**src/rtl/srup_pkg.sv**
```systemverilog
package srup_pkg;

  typedef enum logic [3:0] {
    ST_IDLE,
    ST_RDA_CMD,
    ST_RDA_DAT,
    ST_RDB_CMD,
    ST_RDB_DAT,
    ST_WREN,
    ST_WR_CMD,
    ST_WR_LO,
    ST_WR_HI,
    ST_DESEL,
    ST_POLL_CMD,
    ST_POLL_DAT
  } srup_state_e;

  typedef enum logic [1:0] {
    RES_OK,
    RES_LOCKED,
    RES_TIMEOUT,
    RES_ERROR
  } srup_res_e;

  localparam logic [7:0] OP_RD_LO   = 8'h05;
  localparam logic [7:0] OP_RD_HI   = 8'h35;
  localparam logic [7:0] OP_WREN_NV = 8'h06;
  localparam logic [7:0] OP_WREN_V  = 8'h50;
  localparam logic [7:0] OP_WRSR    = 8'h01;
  localparam logic [7:0] OP_DUMMY   = 8'h00;

endpackage

```
**src/rtl/srup_merge.sv**
```systemverilog
module srup_merge #(
  parameter int W = 16
) (
  input  logic [W-1:0] word_i,
  input  logic [W-1:0] mask_i,
  input  logic [W-1:0] value_i,
  output logic [W-1:0] merged_o,
  output logic         match_o
);

  assign merged_o = (word_i & ~mask_i) | (value_i & mask_i);
  assign match_o  = ((word_i ^ value_i) & mask_i) == '0;

  // when the selected bits already agree, the merge leaves the word unchanged
  always_comb begin
    if (match_o) begin
      p_merge_noop_r2: assert (merged_o == word_i);
    end
  end

endmodule

```
**src/rtl/srup_timer.sv**
```systemverilog
module srup_timer #(
  parameter int W = 8
) (
  input  logic         clk_i,
  input  logic         rst_ni,
  input  logic         load_i,
  input  logic [W-1:0] load_val_i,
  output logic         expired_o
);

  logic [W-1:0] cnt_q;
  logic [W-1:0] cnt_d;
  logic         cnt_en;

  assign expired_o = (cnt_q == '0);
  assign cnt_en    = load_i | ~expired_o;

  always_comb begin
    if (load_i) cnt_d = load_val_i;
    else        cnt_d = cnt_q - W'(1);
  end

  always_ff @(posedge clk_i or negedge rst_ni) begin
    if (!rst_ni)     cnt_q <= '0;
    else if (cnt_en) cnt_q <= cnt_d;
  end

  // once a window has run out it stays run out until reloaded
  p_expiry_sticky_r5: assert property (@(posedge clk_i) disable iff (!rst_ni)
    (expired_o && !load_i) |=> expired_o);

endmodule

```
**src/rtl/sreg_update_seq.sv**
```systemverilog
module sreg_update_seq
  import srup_pkg::*;
#(
  parameter int CLK_KHZ  = 100_000,
  parameter int POLL_MS  = 30,
  parameter int DESEL_NS = 1000
) (
  input  logic        clk_i,
  input  logic        rst_ni,
  input  logic        start_i,
  input  logic [15:0] mask_i,
  input  logic [15:0] value_i,
  input  logic        nonvol_i,
  output logic        busy_o,
  output logic        done_o,
  output logic        ok_o,
  output logic        locked_o,
  output logic        timeout_o,
  output logic        error_o,
  output logic [15:0] rdback_o,
  output logic        xfer_req_o,
  output logic [7:0]  xfer_tx_o,
  output logic        xfer_end_o,
  input  logic        xfer_done_i,
  input  logic [7:0]  xfer_rx_i,
  input  logic        xfer_err_i
);

  localparam int POLL_CYC  = CLK_KHZ * POLL_MS;
  localparam int DESEL_RAW = (CLK_KHZ * DESEL_NS + 999_999) / 1_000_000;
  localparam int DESEL_CYC = (DESEL_RAW < 1) ? 1 : DESEL_RAW;
  localparam int TMR_MAX   = (POLL_CYC > DESEL_CYC) ? POLL_CYC : DESEL_CYC;
  localparam int TW        = $clog2(TMR_MAX + 1);

  // reset: asserted asynchronously, released on the clock
  logic [1:0] rst_sync_q;
  logic       rst_i;

  always_ff @(posedge clk_i or negedge rst_ni) begin
    if (!rst_ni) rst_sync_q <= 2'b00;
    else         rst_sync_q <= {rst_sync_q[0], 1'b1};
  end
  assign rst_i = rst_sync_q[1];

  srup_state_e state_q, state_d;
  logic [15:0] cur_q, cur_d;
  logic [15:0] mask_q, value_q;
  logic        nonvol_q;
  logic        verify_q, verify_d;
  logic        cap_cfg;

  logic        fin;
  srup_res_e   fin_res;
  logic [15:0] fin_word;

  logic        tmr_load;
  logic [TW-1:0] tmr_val;
  logic        tmr_exp;

  logic [15:0] cmp_word;
  logic [15:0] merged;
  logic        match;
  logic        xfer_ok;
  logic        xfer_bad;

  logic        done_q, ok_q, locked_q, tout_q, err_q;
  logic [15:0] rdback_q;
  logic        flag_en;

  assign cmp_word = (state_q == ST_RDB_DAT) ? {xfer_rx_i, cur_q[7:0]} : cur_q;

  srup_merge #(.W(16)) u_merge (
    .word_i   (cmp_word),
    .mask_i   (mask_q),
    .value_i  (value_q),
    .merged_o (merged),
    .match_o  (match)
  );

  srup_timer #(.W(TW)) u_timer (
    .clk_i      (clk_i),
    .rst_ni     (rst_i),
    .load_i     (tmr_load),
    .load_val_i (tmr_val),
    .expired_o  (tmr_exp)
  );

  // byte request decode
  always_comb begin
    xfer_req_o = 1'b1;
    xfer_tx_o  = OP_DUMMY;
    xfer_end_o = 1'b0;
    unique case (state_q)
      ST_RDA_CMD:  xfer_tx_o = OP_RD_LO;
      ST_RDA_DAT:  xfer_end_o = 1'b1;
      ST_RDB_CMD:  xfer_tx_o = OP_RD_HI;
      ST_RDB_DAT:  xfer_end_o = 1'b1;
      ST_WREN: begin
        xfer_tx_o  = nonvol_q ? OP_WREN_NV : OP_WREN_V;
        xfer_end_o = 1'b1;
      end
      ST_WR_CMD:   xfer_tx_o = OP_WRSR;
      ST_WR_LO:    xfer_tx_o = merged[7:0];
      ST_WR_HI: begin
        xfer_tx_o  = merged[15:8];
        xfer_end_o = 1'b1;
      end
      ST_POLL_CMD: xfer_tx_o = OP_RD_LO;
      ST_POLL_DAT: xfer_end_o = 1'b1;
      default:     xfer_req_o = 1'b0;
    endcase
  end

  assign xfer_ok  = xfer_req_o & xfer_done_i & ~xfer_err_i;
  assign xfer_bad = xfer_req_o & xfer_done_i &  xfer_err_i;

  // next-state logic
  always_comb begin
    state_d  = state_q;
    cur_d    = cur_q;
    verify_d = verify_q;
    cap_cfg  = 1'b0;
    fin      = 1'b0;
    fin_res  = RES_OK;
    fin_word = cur_q;
    tmr_load = 1'b0;
    tmr_val  = '0;

    unique case (state_q)
      ST_IDLE: begin
        if (start_i) begin
          cap_cfg  = 1'b1;
          verify_d = 1'b0;
          state_d  = ST_RDA_CMD;
        end
      end
      ST_RDA_CMD: if (xfer_ok) state_d = ST_RDA_DAT;
      ST_RDA_DAT: begin
        if (xfer_ok) begin
          cur_d[7:0] = xfer_rx_i;
          state_d    = ST_RDB_CMD;
        end
      end
      ST_RDB_CMD: if (xfer_ok) state_d = ST_RDB_DAT;
      ST_RDB_DAT: begin
        if (xfer_ok) begin
          cur_d[15:8] = xfer_rx_i;
          if (verify_q) begin
            fin      = 1'b1;
            fin_res  = match ? RES_OK : RES_LOCKED;
            fin_word = cmp_word;
          end else if (match) begin
            fin      = 1'b1;
            fin_res  = RES_OK;
            fin_word = cmp_word;
          end else begin
            state_d = ST_WREN;
          end
        end
      end
      ST_WREN:   if (xfer_ok) state_d = ST_WR_CMD;
      ST_WR_CMD: if (xfer_ok) state_d = ST_WR_LO;
      ST_WR_LO:  if (xfer_ok) state_d = ST_WR_HI;
      ST_WR_HI: begin
        if (xfer_ok) begin
          tmr_load = 1'b1;
          if (nonvol_q) begin
            tmr_val = TW'(POLL_CYC);
            state_d = ST_POLL_CMD;
          end else begin
            tmr_val = TW'(DESEL_CYC);
            state_d = ST_DESEL;
          end
        end
      end
      ST_DESEL: begin
        if (tmr_exp) begin
          verify_d = 1'b1;
          state_d  = ST_RDA_CMD;
        end
      end
      ST_POLL_CMD: if (xfer_ok) state_d = ST_POLL_DAT;
      ST_POLL_DAT: begin
        if (xfer_ok) begin
          if (!xfer_rx_i[0]) begin
            verify_d = 1'b1;
            state_d  = ST_RDA_CMD;
          end else if (tmr_exp) begin
            fin     = 1'b1;
            fin_res = RES_TIMEOUT;
          end else begin
            state_d = ST_POLL_CMD;
          end
        end
      end
      default: state_d = ST_IDLE;
    endcase

    if (xfer_bad) begin
      fin      = 1'b1;
      fin_res  = RES_ERROR;
      fin_word = cur_q;
    end
    if (fin) state_d = ST_IDLE;
  end

  // state and working registers
  always_ff @(posedge clk_i or negedge rst_i) begin
    if (!rst_i) begin
      state_q  <= ST_IDLE;
      cur_q    <= '0;
      verify_q <= 1'b0;
    end else begin
      state_q  <= state_d;
      cur_q    <= cur_d;
      verify_q <= verify_d;
    end
  end

  always_ff @(posedge clk_i or negedge rst_i) begin
    if (!rst_i) begin
      mask_q   <= '0;
      value_q  <= '0;
      nonvol_q <= 1'b0;
    end else if (cap_cfg) begin
      mask_q   <= mask_i;
      value_q  <= value_i;
      nonvol_q <= nonvol_i;
    end
  end

  // outcome registers
  assign flag_en = cap_cfg | fin;

  always_ff @(posedge clk_i or negedge rst_i) begin
    if (!rst_i) done_q <= 1'b0;
    else        done_q <= fin;
  end

  always_ff @(posedge clk_i or negedge rst_i) begin
    if (!rst_i) begin
      ok_q     <= 1'b0;
      locked_q <= 1'b0;
      tout_q   <= 1'b0;
      err_q    <= 1'b0;
      rdback_q <= '0;
    end else if (flag_en) begin
      ok_q     <= fin & (fin_res == RES_OK);
      locked_q <= fin & (fin_res == RES_LOCKED);
      tout_q   <= fin & (fin_res == RES_TIMEOUT);
      err_q    <= fin & (fin_res == RES_ERROR);
      if (fin) rdback_q <= fin_word;
    end
  end

  assign busy_o    = (state_q != ST_IDLE);
  assign done_o    = done_q;
  assign ok_o      = ok_q;
  assign locked_o  = locked_q;
  assign timeout_o = tout_q;
  assign error_o   = err_q;
  assign rdback_o  = rdback_q;

  // a pending byte request holds its byte and framing until acknowledged
  p_req_hold_r9: assert property (@(posedge clk_i) disable iff (!rst_i)
    (xfer_req_o && !xfer_done_i) |=>
      (xfer_req_o && $stable(xfer_tx_o) && $stable(xfer_end_o)));

  // no traffic while idle
  p_idle_quiet_r10: assert property (@(posedge clk_i) disable iff (!rst_i)
    !busy_o |-> !xfer_req_o);

  // an errored exchange ends the run on the next cycle
  p_abort_r8: assert property (@(posedge clk_i) disable iff (!rst_i)
    xfer_bad |=> (done_o && error_o && !busy_o));

  // done lasts one cycle and carries exactly one outcome
  p_done_pulse_r12: assert property (@(posedge clk_i) disable iff (!rst_i)
    done_o |=> !done_o);
  p_done_onehot_r12: assert property (@(posedge clk_i) disable iff (!rst_i)
    done_o |-> ($countones({ok_o, locked_o, timeout_o, error_o}) == 1));

  // a start while busy leaves the captured request untouched
  p_start_ignored_r11: assert property (@(posedge clk_i) disable iff (!rst_i)
    (busy_o && start_i) |=> ($stable(mask_q) && $stable(value_q) && $stable(nonvol_q)));

endmodule

```
**config.mk**
```make
export PLATFORM = sky130hd
export DESIGN_NAME = sreg_update_seq
export DESIGN_NICKNAME = d
export VERILOG_FILES = /design/src/rtl/srup_pkg.sv /design/src/rtl/srup_merge.sv /design/src/rtl/srup_timer.sv /design/src/rtl/sreg_update_seq.sv
export SDC_FILE = /design/constraint.sdc
export NUM_CORES = 1
export LEC_CHECK = 0
export BUFFER_PORTS_ARGS = -buffer_cell sky130_fd_sc_hd__buf_2
export CAP_MARGIN = 30
export CORE_UTILIZATION = 44
export CTS_CLUSTER_DIAMETER = 150
export DETAILED_ROUTE_END_ITERATION = 12
export MAX_ROUTING_LAYER = met4
export PLACE_DENSITY = 0.61
export SLEW_MARGIN = 20
export SYNTH_ARGS = -nofsm -noshare
export SYNTH_HDL_FRONTEND = slang
export SYNTH_SLANG_ARGS = --single-unit
```
**constraint.sdc**
```tcl
create_clock -name clk_i -period 3.7 [get_ports clk_i]
set_clock_uncertainty 0.15 [all_clocks]
set_input_delay 0.185 -clock clk_i [delete_from_list [all_inputs] [get_ports clk_i]]
set_output_delay 0.185 -clock clk_i [all_outputs]
set_load 0.02 [all_outputs]
```
==> results of run 1 <==
cell type report:
class	instances	area, sq um	area share, %
Inverter	8	30.03	0.4602
Tap cell	143	178.9	2.742
Clock inverter	3	45.04	0.6903
Multi-Input combinational cell	347	2674	40.98
Sequential cell	99	2481	38.02
Clock buffer	13	270.3	4.142
Timing Repair Buffer	126	845.8	12.96
report_power, final:
| group | internal (mW) | switching (mW) | total, mW |
|---|---|---|---|
| Clock | 0.579 | 0.396 | 0.975 |
| Sequential | 1.58 | 0.512 | 2.09 |
| Combinational | 1.23 | 1.31 | 2.53 |
synth_stat cells (2+ instances only):
library cell  number  area [sq um]
nand2b_1           4         25.02
buf_2              3         15.01
dfrtp_1           99          2477
o31a_1             2         17.52
o21a_1             3         22.52
buf_1              2         7.510
a21oi_1           10         50.05
nor4_1             7         43.79
nor2_1            35         131.4
o221ai_1           2         17.52
mux2i_1           13         130.1
ha_1               2         25.02
and2_1             7         43.79
clkbuf_1          12         45.04
mux2_4            11         165.2
and3_1             5         31.28
nand3_1           10         50.05
a211oi_1           7         52.55
xor2_1            25         219.0
a211o_1            2         17.52
a31oi_1            6         37.54
and3b_1            2         17.52
nor3_1             6         30.03
nor3b_1            7         52.55
or3_1              3         18.77
mux2_2            63         709.4
nand4b_1           3         26.28
a22oi_1            6         45.04
or4_1              2         15.01
a2bb2oi_1          2         17.52
nor2b_1            8         50.05
inv_1              8         30.03
a21boi_0           2         15.01
o32ai_1            2         17.52
o22ai_1            2         12.51
buf_6              3         33.78
xnor2_1           10         87.58
nand2_1           33         123.9
nand4_1            3         18.77
o21ai_0           19         95.09
registers in the layout (all words and copies together) (netlist names):
name,flops
rst_sync_q,2
done_o,1
ok_o,1
rdback_o,16
state_q,4
locked_o,1
nonvol_q,1
verify_q,1
error_o,1
mask_q,16
timeout_o,1
cur_q,16
u_timer.cnt_q,22
value_q,16
metrics by stage:
stage / area, sq um / std cells / power (mW)
CTS: 6525 / 739 / 5.644
global placement: 5839 / 686 / 4.538
floorplan: 5303 / 475 / 3.912
global route: 6525 / 739 / 5.981
detailed placement: 5839 / 686 / 4.608
finish: 6525 / 739 / 5.603
worst register-to-register path: cells and delay by family (launching register included):
family	cells	cell delay (ns)
flops	1	0.45
mux	1	0.31
simple gates	2	1.38
buf+inv	2	0.66
routing by layer:
| metal | up-vias | track usage (%) | share of wire (%) |
|---|---|---|---|
| met4 | 0 | 7.477 | 1.4 |
| met2 | 95 | 36.65 | 49 |
| met3 | 13 | 5.280 | 4.0 |
| li1 | 1946 | - | - |
| met1 | 2030 | 29.93 | 46 |
| met5 | - | - | 0 |
path summary, 6_finish.rpt:
| path | start | end | cells after the start |
|---|---|---|---|
| worst min-delay path | xfer_rx_i[4] | cur_q[12] | 2 |
| worst max-delay path | state_q[2] | mask_q[0] | 5 |
| worst min register to register | rst_sync_q[1] | mask_q[9] | 1 |
| worst max register to register | state_q[2] | mask_q[0] | 5 |
| min in group asynchronous | rst_sync_q[1] | mask_q[9] | 1 |
| max in group asynchronous | rst_sync_q[1] | mask_q[0] | 1 |
what timing repair did:
action                                 CTS  global route
resized for setup                        0             0
hold buffers                            37             0
setup buffers                            0             0
endpoints found under the hold margin   37             0
cell families after synthesis:
logic type      after synthesis  synth area share [%]
buf+inv                      29                 2.855
other cells                   1               0.07072
compound gates               80                 10.74
fa+ha+maj                     2                0.4718
xor+xnor                     35                 5.781
mux                          87                 18.95
simple gates                142                 14.42
flops                        99                 46.72
==> impl_metrics.toml, run 1 <==
[sta]
min_period_over_period_pct = 82.94
rsz0062_at_grt = "false"
finalSetupViolations = 0
final.setup.worst_slack_ns = 0.6312
slew_violations = 0
hold_ws_ns = 0.02107
totalNegativeSetupSlack_ns = 0
timing.final.crit_period_ns = 3.069
maxSlewHeadroom_pct = 46.85
hold_violations = 0
tightest_slew_ns = 0.7900
fmax_mhz = 325.9

[detailed_routing]
vias = 4084
routed_via_density = 5.526
wl_microns = 13200
ant_nets = 0
drt_iter0_drc = 171
drt_pass1_iterations = 9
drc = 1
wl_per_cell_microns = 17.87

[logic_synthesis]
syn_nets = 523
syn_inst = 475
ys_seq_area_share_pct = 46.72
synth-edff-count = 0
synth_seq_cells = 99
async_reset_ff_share_pct = 100.0
yosys_warnings = 0
synth_area_sq_mm = 0.005303
synth-main-ff-cell = "dfrtp_1"
yosysUniqueCellTypes = 64
avgSynthCellArea_sq_um = 11.16

[place]
dp_hpwl_microns = 9484
port_buffers = 77
gp_congestion = 0.8862
dp_slack_ns = 0.5957

[power]
ir_drop_mv = 0.4861
leakagePower_nw = 2.920
power_density_mw_per_mm2 = 858.7

[cells_and_area]
area_growth_pct = 23.05
diodes = 0
fill_cells = 1036
drive_gt1_share_pct = 31.88
postLayoutCoreUtil_pct = 56.42
fin_nets = 639
layout_common_cells = "dfrtp_1, buf_2, mux2_2"
final_common_cell = "dfrtp_1"

[floorplanning]
die_y_microns = 111.8
die_x_microns = 111.8
core-area_sq_mm = 0.01156
dieArea_sq_mm = 0.01249
ios = 78
start_util_pct = 45.85
rows = 39

[cts]
cts.sinks = 99
clock_latency_ns = 0.35
h-tree-depth = 3
clkTransAtPathRegs_ns = 0.07
cts_buffers = 9
clockBufferDepth = 2
cts_tree = "yes"
cts-root-buf = "clkbuf_16"

[worst_setup_path]
start_kind = "flip-flop"
reg2reg_slack_ns = 0.63
endpoint_kind = "flip-flop"
worst-path-buf-inv = 2
slowest_delay_ns = 0.69
worstPathMaxFanout = 19
criticalPathCategory = "flip-flop to flip-flop"
crit_required_ns = 3.78
critPathArrivalTime_ns = 3.15
critPathSlowestCell = "nor4_1"
crit_family = "simple AND/OR/NAND/NOR gates"
path_cells = "buf_4, nor4_1, nand2_1, buf_4, mux2_2"
cpMostUsedCell = "buf_4"

[hold_path]
hold_class = "input port to flip-flop"

[status]
violations = "DRC"
status = "finished, violations left"

[grt]
grt.total_usage_pct = 23.36
grt_max_degree = 61
grt_overflow_total = 0
antenna_found_initial = 0
grt_pass1_vias = 4126
grt_pass1_wl_microns = 21590

[job]
drv_cap = 0
Note: power is estimated with default switching activity, not from simulation.
==> run 2: changes to the inputs <==
==> constraint.sdc (replaced) <==
create_clock -name clk_i -period 3 [get_ports clk_i]
set_clock_uncertainty 0.15 [all_clocks]
set_input_delay 0.15 -clock clk_i [delete_from_list [all_inputs] [get_ports clk_i]]
set_output_delay 0.15 -clock clk_i [all_outputs]
set_load 0.02 [all_outputs]
==> run 2 against run 1 <==
Net effect: the run still ends with DRC left; count of clock-buffer cells in the layout is 3 lower; die area did not move; critical path depth increased by 3; hold slack improved by 0.025 ns; combinational power up 28%; sequential share of layout area decreased by 1.2 points; highest routed layer unchanged.
==> impl_metrics.toml, run 2 (same netlist as run 1, synthesis figures left out) <==
[power]
total_power_mw = 7.194
ir_drop_mv = 0.7591
leakagePower_nw = 3.022
power_density_mw_per_mm2 = 1068

[cts]
h-tree-depth = 3
cts.sinks = 99
clkTransAtPathRegs_ns = 0.07
clockBufferDepth = 2
cts-root-buf = "clkbuf_16"
cts_buffers = 9
clock_latency_ns = 0.36
cts_tree = "yes"

[floorplanning]
start_util_pct = 45.85
die_x_microns = 111.8
die_y_microns = 111.8
ios = 78
rows = 39
dieArea_sq_mm = 0.01249
core-area_sq_mm = 0.01156

[detailed_routing]
drt_pass1_iterations = 9
wl_microns = 13760
route.met2.wl_microns = 6565
wl_per_cell_microns = 18.17
drt-met1-wl_microns = 6288
vias = 4195
routed_via_density = 5.542
drt_iter0_drc = 265
ant_nets = 0
wl_met3_microns = 718
top_layer_used = "met4"
drc = 2

[grt]
grt_max_degree = 55
grt.total_usage_pct = 23.52
grt_pass1_wl_microns = 21870
grt_pass1_vias = 4259
grt_overflow_total = 0
antenna_found_initial = 0

[hold_path]
hold_class = "input port to flip-flop"

[sta]
min_period_over_period_pct = 97.24
fmax_mhz = 342.8
timing.final.crit_period_ns = 2.917
maxSlewHeadroom_pct = 59.60
hold_violations = 0
slew_violations = 0
totalNegativeSetupSlack_ns = 0
rsz0062_at_grt = "false"
finalSetupViolations = 0
tightest_slew_ns = 0.6061

[place]
port_buffers = 77
dp_hpwl_microns = 9730
gp_congestion = 0.8972
dp.cells = 694

[worst_setup_path]
start_kind = "flip-flop"
endpoint_kind = "flip-flop"
critPathArrivalTime_ns = 3.01
crit_required_ns = 3.09
criticalPathCategory = "flip-flop to flip-flop"
worstPathMaxFanout = 8

[cells_and_area]
instances_no_fill = 757
area_growth_pct = 27.04
seq_area_sq_mm = 0.002481
multi_input_area_sq_mm = 0.002690
diodes = 0
final_common_cell = "dfrtp_1"
layout_common_cells = "dfrtp_1, buf_2, mux2_2"
fill_cells = 980
fin_nets = 657
largest_reg_flops = 22
drive_gt1_share_pct = 33.06
regMostFlops = "u_timer.cnt_q"

[status]
status = "finished, violations left"
violations = "DRC"

[job]
drv_cap = 0
==> run 2: changes by cell type in the layout (fill, tap and decap cells not counted) <==
cell	previous run	this run
buf_12	0	2
buf_4	12	21
bufinv_16	1	3
clkbuf_8	3	0
clkinv_4	0	1
dlygate4sd3_1	37	43
nor2_1	35	34
nor2_2	0	1
o21ai_0	19	18
o21ai_1	0	1
or4b_4	1	2
==> run 2: worst max-delay path, stage by stage (launching register included) <==
cell	delay, ns
dfrtp_1	0.43
or4b_4	0.60
a32oi_1	0.21
nand4_1	0.18
nor4_2	0.39
a21oi_2	0.09
buf_4	0.20
mux2_2	0.28
mux2_4	0.26
==> run 2: path summary, 6_finish.rpt <==
kind | start | end | slack, ns | depth (start not counted)
max | state_q[0] | rdback_o[12] | 0.08 | 8
min | xfer_rx_i[1] | cur_q[1] | 0.05 | 2
max reg2reg | state_q[0] | rdback_o[12] | 0.08 | 8
min reg2reg | rst_sync_q[1] | mask_q[11] | 0.18 | 0
max in group asynchronous | rst_sync_q[1] | cur_q[2] | 1.82 | 1
min in group asynchronous | rst_sync_q[1] | mask_q[11] | 0.18 | 0
==> run 2: timing repair <==
action,4_1_cts,5_1_grt
setup endpoints to repair,0,13
hold buffers,42,1
resized for setup,0,3
hold endpoints to repair,45,1
buffers inserted,0,3
==> run 2: routing by layer <==
layer	track usage [%]	up-vias
met2	36.85	123
met4	7.387	0
met1	29.50	2072
met3	6.478	17
li1	-	1983
met5	-	-
==> run 2: final cells by class <==
type | instances | area share [%]
multi-input cells | 348 | 39.93
clock inverters | 6 | 1.690
well taps | 143 | 2.656
inverters | 8 | 0.4458
flip-flops and latches | 99 | 36.83
repair buffers | 143 | 15.04
clock buffers | 10 | 3.399
==> run 2: where the power goes <==
part / internal [mW] / leakage (nW) / switching (mW)
logic: 1.60 / 1.65 / 1.65
clock network: 0.816 / 0.159 / 0.516
registers: 1.95 / 1.21 / 0.664
total: 4.37 / 3.02 / 2.83
==> run 2: metrics by stage <==
step,utilization [%],setup slack [ns],hold slack (ns),instance area (sq um)
after global routing,58.25,0.001764,0.04502,6736
after detailed placement,51.23,0.07715,-0.2117,5924
after global placement,51.23,0.1724,-0.2130,5924
after floorplan,-,0.1039,-0.2956,5304
final,58.25,0.08277,0.04633,6736
after CTS,57.83,0.07304,0.004022,6688
==> run 3: changes to the inputs <==
--- a/config.mk
+++ b/config.mk
@@ -10,8 +10,8 @@
 export CORE_UTILIZATION = 44
 export CTS_CLUSTER_DIAMETER = 150
 export DETAILED_ROUTE_END_ITERATION = 12
-export MAX_ROUTING_LAYER = met4
 export PLACE_DENSITY = 0.61
+export SKIP_CTS_REPAIR_TIMING = 1
 export SLEW_MARGIN = 20
 export SYNTH_ARGS = -nofsm -noshare
 export SYNTH_HDL_FRONTEND = slang
==> run 3 against run 2 <==
Net effect: highest routed layer unchanged; register-to-register slack about the same; hold slack worse by 0.057 ns; non-clock buffer count down 1; routed wire length about the same; the flow finishes with violations (DRC, hold timing); die area unchanged; sequential share of layout area up 0.055 points; total power about the same; largest cell class unchanged; critical path depth unchanged; sequential power about the same.
==> impl_metrics.toml, run 3 (same netlist as run 1, synthesis figures left out) <==
[cells_and_area]
area_growth_pct = 26.85
final_common_cell = "dfrtp_1"
fin_nets = 656
fill_cells = 981
largest_reg_flops = 22
regMostFlops = "u_timer.cnt_q"
diodes = 0
drive_gt1_share_pct = 33.12
finalInstanceArea_sq_mm = 0.006726
layout_common_cells = "dfrtp_1, buf_2, mux2_2"

[detailed_routing]
ant_nets = 0
vias = 4196
wl_per_cell_microns = 18.18
drt_iter0_drc = 248
routed_via_density = 5.550
drc = 2
wl_microns = 13750
drt_pass1_iterations = 9

[sta]
hold_ws_ns = -0.01025
min_period_over_period_pct = 97.35
hold_violations = 2
finalSetupViolations = 0
maxSlewHeadroom_pct = 59.18
rsz0062_at_grt = "false"
fmax_mhz = 342.4
tightest_slew_ns = 0.6123
timing.final.crit_period_ns = 2.921
totalNegativeSetupSlack_ns = 0
slew_violations = 0

[worst_setup_path]
slowest_delay_ns = 0.61
crit_required_ns = 3.09
worstSetupEndpoint = "rdback_o[12]"
setup.worst_path.start = "state_q[0]"
start_kind = "flip-flop"
reg2reg_slack_ns = 0.08
reg2reg_depth = 8
r2r-end = "rdback_o[12]"
critPathArrivalTime_ns = 3.01
endpoint_kind = "flip-flop"
path_cells = "or4b_4, a32oi_1, nand4_1, nor4_2, a21oi_2, buf_4, mux2_2, mux2_4"
r2r_start = "state_q[0]"
worstPathMaxFanout = 8
criticalPathCategory = "flip-flop to flip-flop"
critPathSlowestCell = "or4b_4"

[place]
dp_hpwl_microns = 9730
place_area_sq_mm = 0.005924
gp_congestion = 0.8825
port_buffers = 77

[cts]
cts.sinks = 99
clockBufferDepth = 2
cts-root-buf = "clkbuf_16"
cts_tree = "yes"
cts_buffers = 9
h-tree-depth = 3
clkTransAtPathRegs_ns = 0.08
clock_latency_ns = 0.36

[grt]
grt_overflow_total = 0
grt.total_usage_pct = 22.06
grt_pass1_vias = 4051
antenna_found_initial = 0
grt_max_degree = 55
grt_pass1_wl_microns = 21060

[floorplanning]
core-area_sq_mm = 0.01156
die_y_microns = 111.8
rows = 39
start_util_pct = 45.85
ios = 78
die_x_microns = 111.8
dieArea_sq_mm = 0.01249

[power]
leakagePower_nw = 3.017
power_density_mw_per_mm2 = 1070
ir_drop_mv = 0.7576

[status]
violations = "DRC, hold timing"
status = "finished, violations left"

[job]
drv_cap = 0

[hold_path]
hold_class = "input port to flip-flop"
==> run 3: changes by cell type in the layout (fill, tap and decap cells not counted) <==
cell / delta
dlygate4sd3_1: -1
==> run 3: power by group <==
| part | switching (mW) | internal, mW |
|---|---|---|
| clock | 0.516 | 0.816 |
| sequential | 0.666 | 1.95 |
| combinational | 1.65 | 1.60 |
==> run 3: cell type report <==
cell class,instances,area (sq um),share of cell area (%)
multi-input cells,348,2690,39.99
flip-flops and latches,99,2481,36.89
repair buffers,142,1003,14.92
clock buffers,10,229.0,3.404
well taps,143,178.9,2.660
clock inverters,6,113.9,1.693
inverters,8,30.03,0.4464
==> run 3: metrics by stage <==
stage	utilization [%]	instances	total power [mW]	worst slack (ns)
after floorplan	-	475	4.825	0.1039
after global placement	51.23	694	5.682	0.1724
after detailed placement	51.23	694	5.760	0.07715
after CTS	54.19	710	7.118	0.07304
after global routing	58.16	756	7.630	0.006092
final	58.16	756	7.195	0.07943
==> run 3: per-layer routing <==
| layer | GRT usage (%) | share of wire, % | vias to the layer above |
|---|---|---|---|
| li1 | - | - | 1982 |
| met3 | 6.424 | 5.6 | 14 |
| met2 | 35.11 | 47 | 144 |
| met1 | 29.17 | 46 | 2056 |
| met5 | 0 | 0 | - |
| met4 | 6.396 | 1.3 | 0 |
==> run 3: worst min-delay path by stage <==
| stage | startpoint | endpoint | cells past startpoint | slack, ns |
|---|---|---|---|---|
| after detailed placement | rst_ni | rst_sync_q[0] | 1 | -0.21 |
| after CTS | rst_ni | rst_sync_q[1] | 1 | -0.59 |
| final | xfer_rx_i[2] | cur_q[10] | 2 | -0.01 |
| after global placement | rst_ni | rst_sync_q[0] | 1 | -0.21 |
| after global routing | xfer_rx_i[2] | cur_q[2] | 2 | 0.003 |
| after floorplan | rst_ni | rst_sync_q[0] | 0 | -0.30 |
==> run 3: critical path, delay by kind of cell (launching register included) <==
family	cells	cell delay, ns
buf+inv	1	0.19
mux	2	0.54
simple gates	3	1.18
flops	1	0.43
compound gates	2	0.30
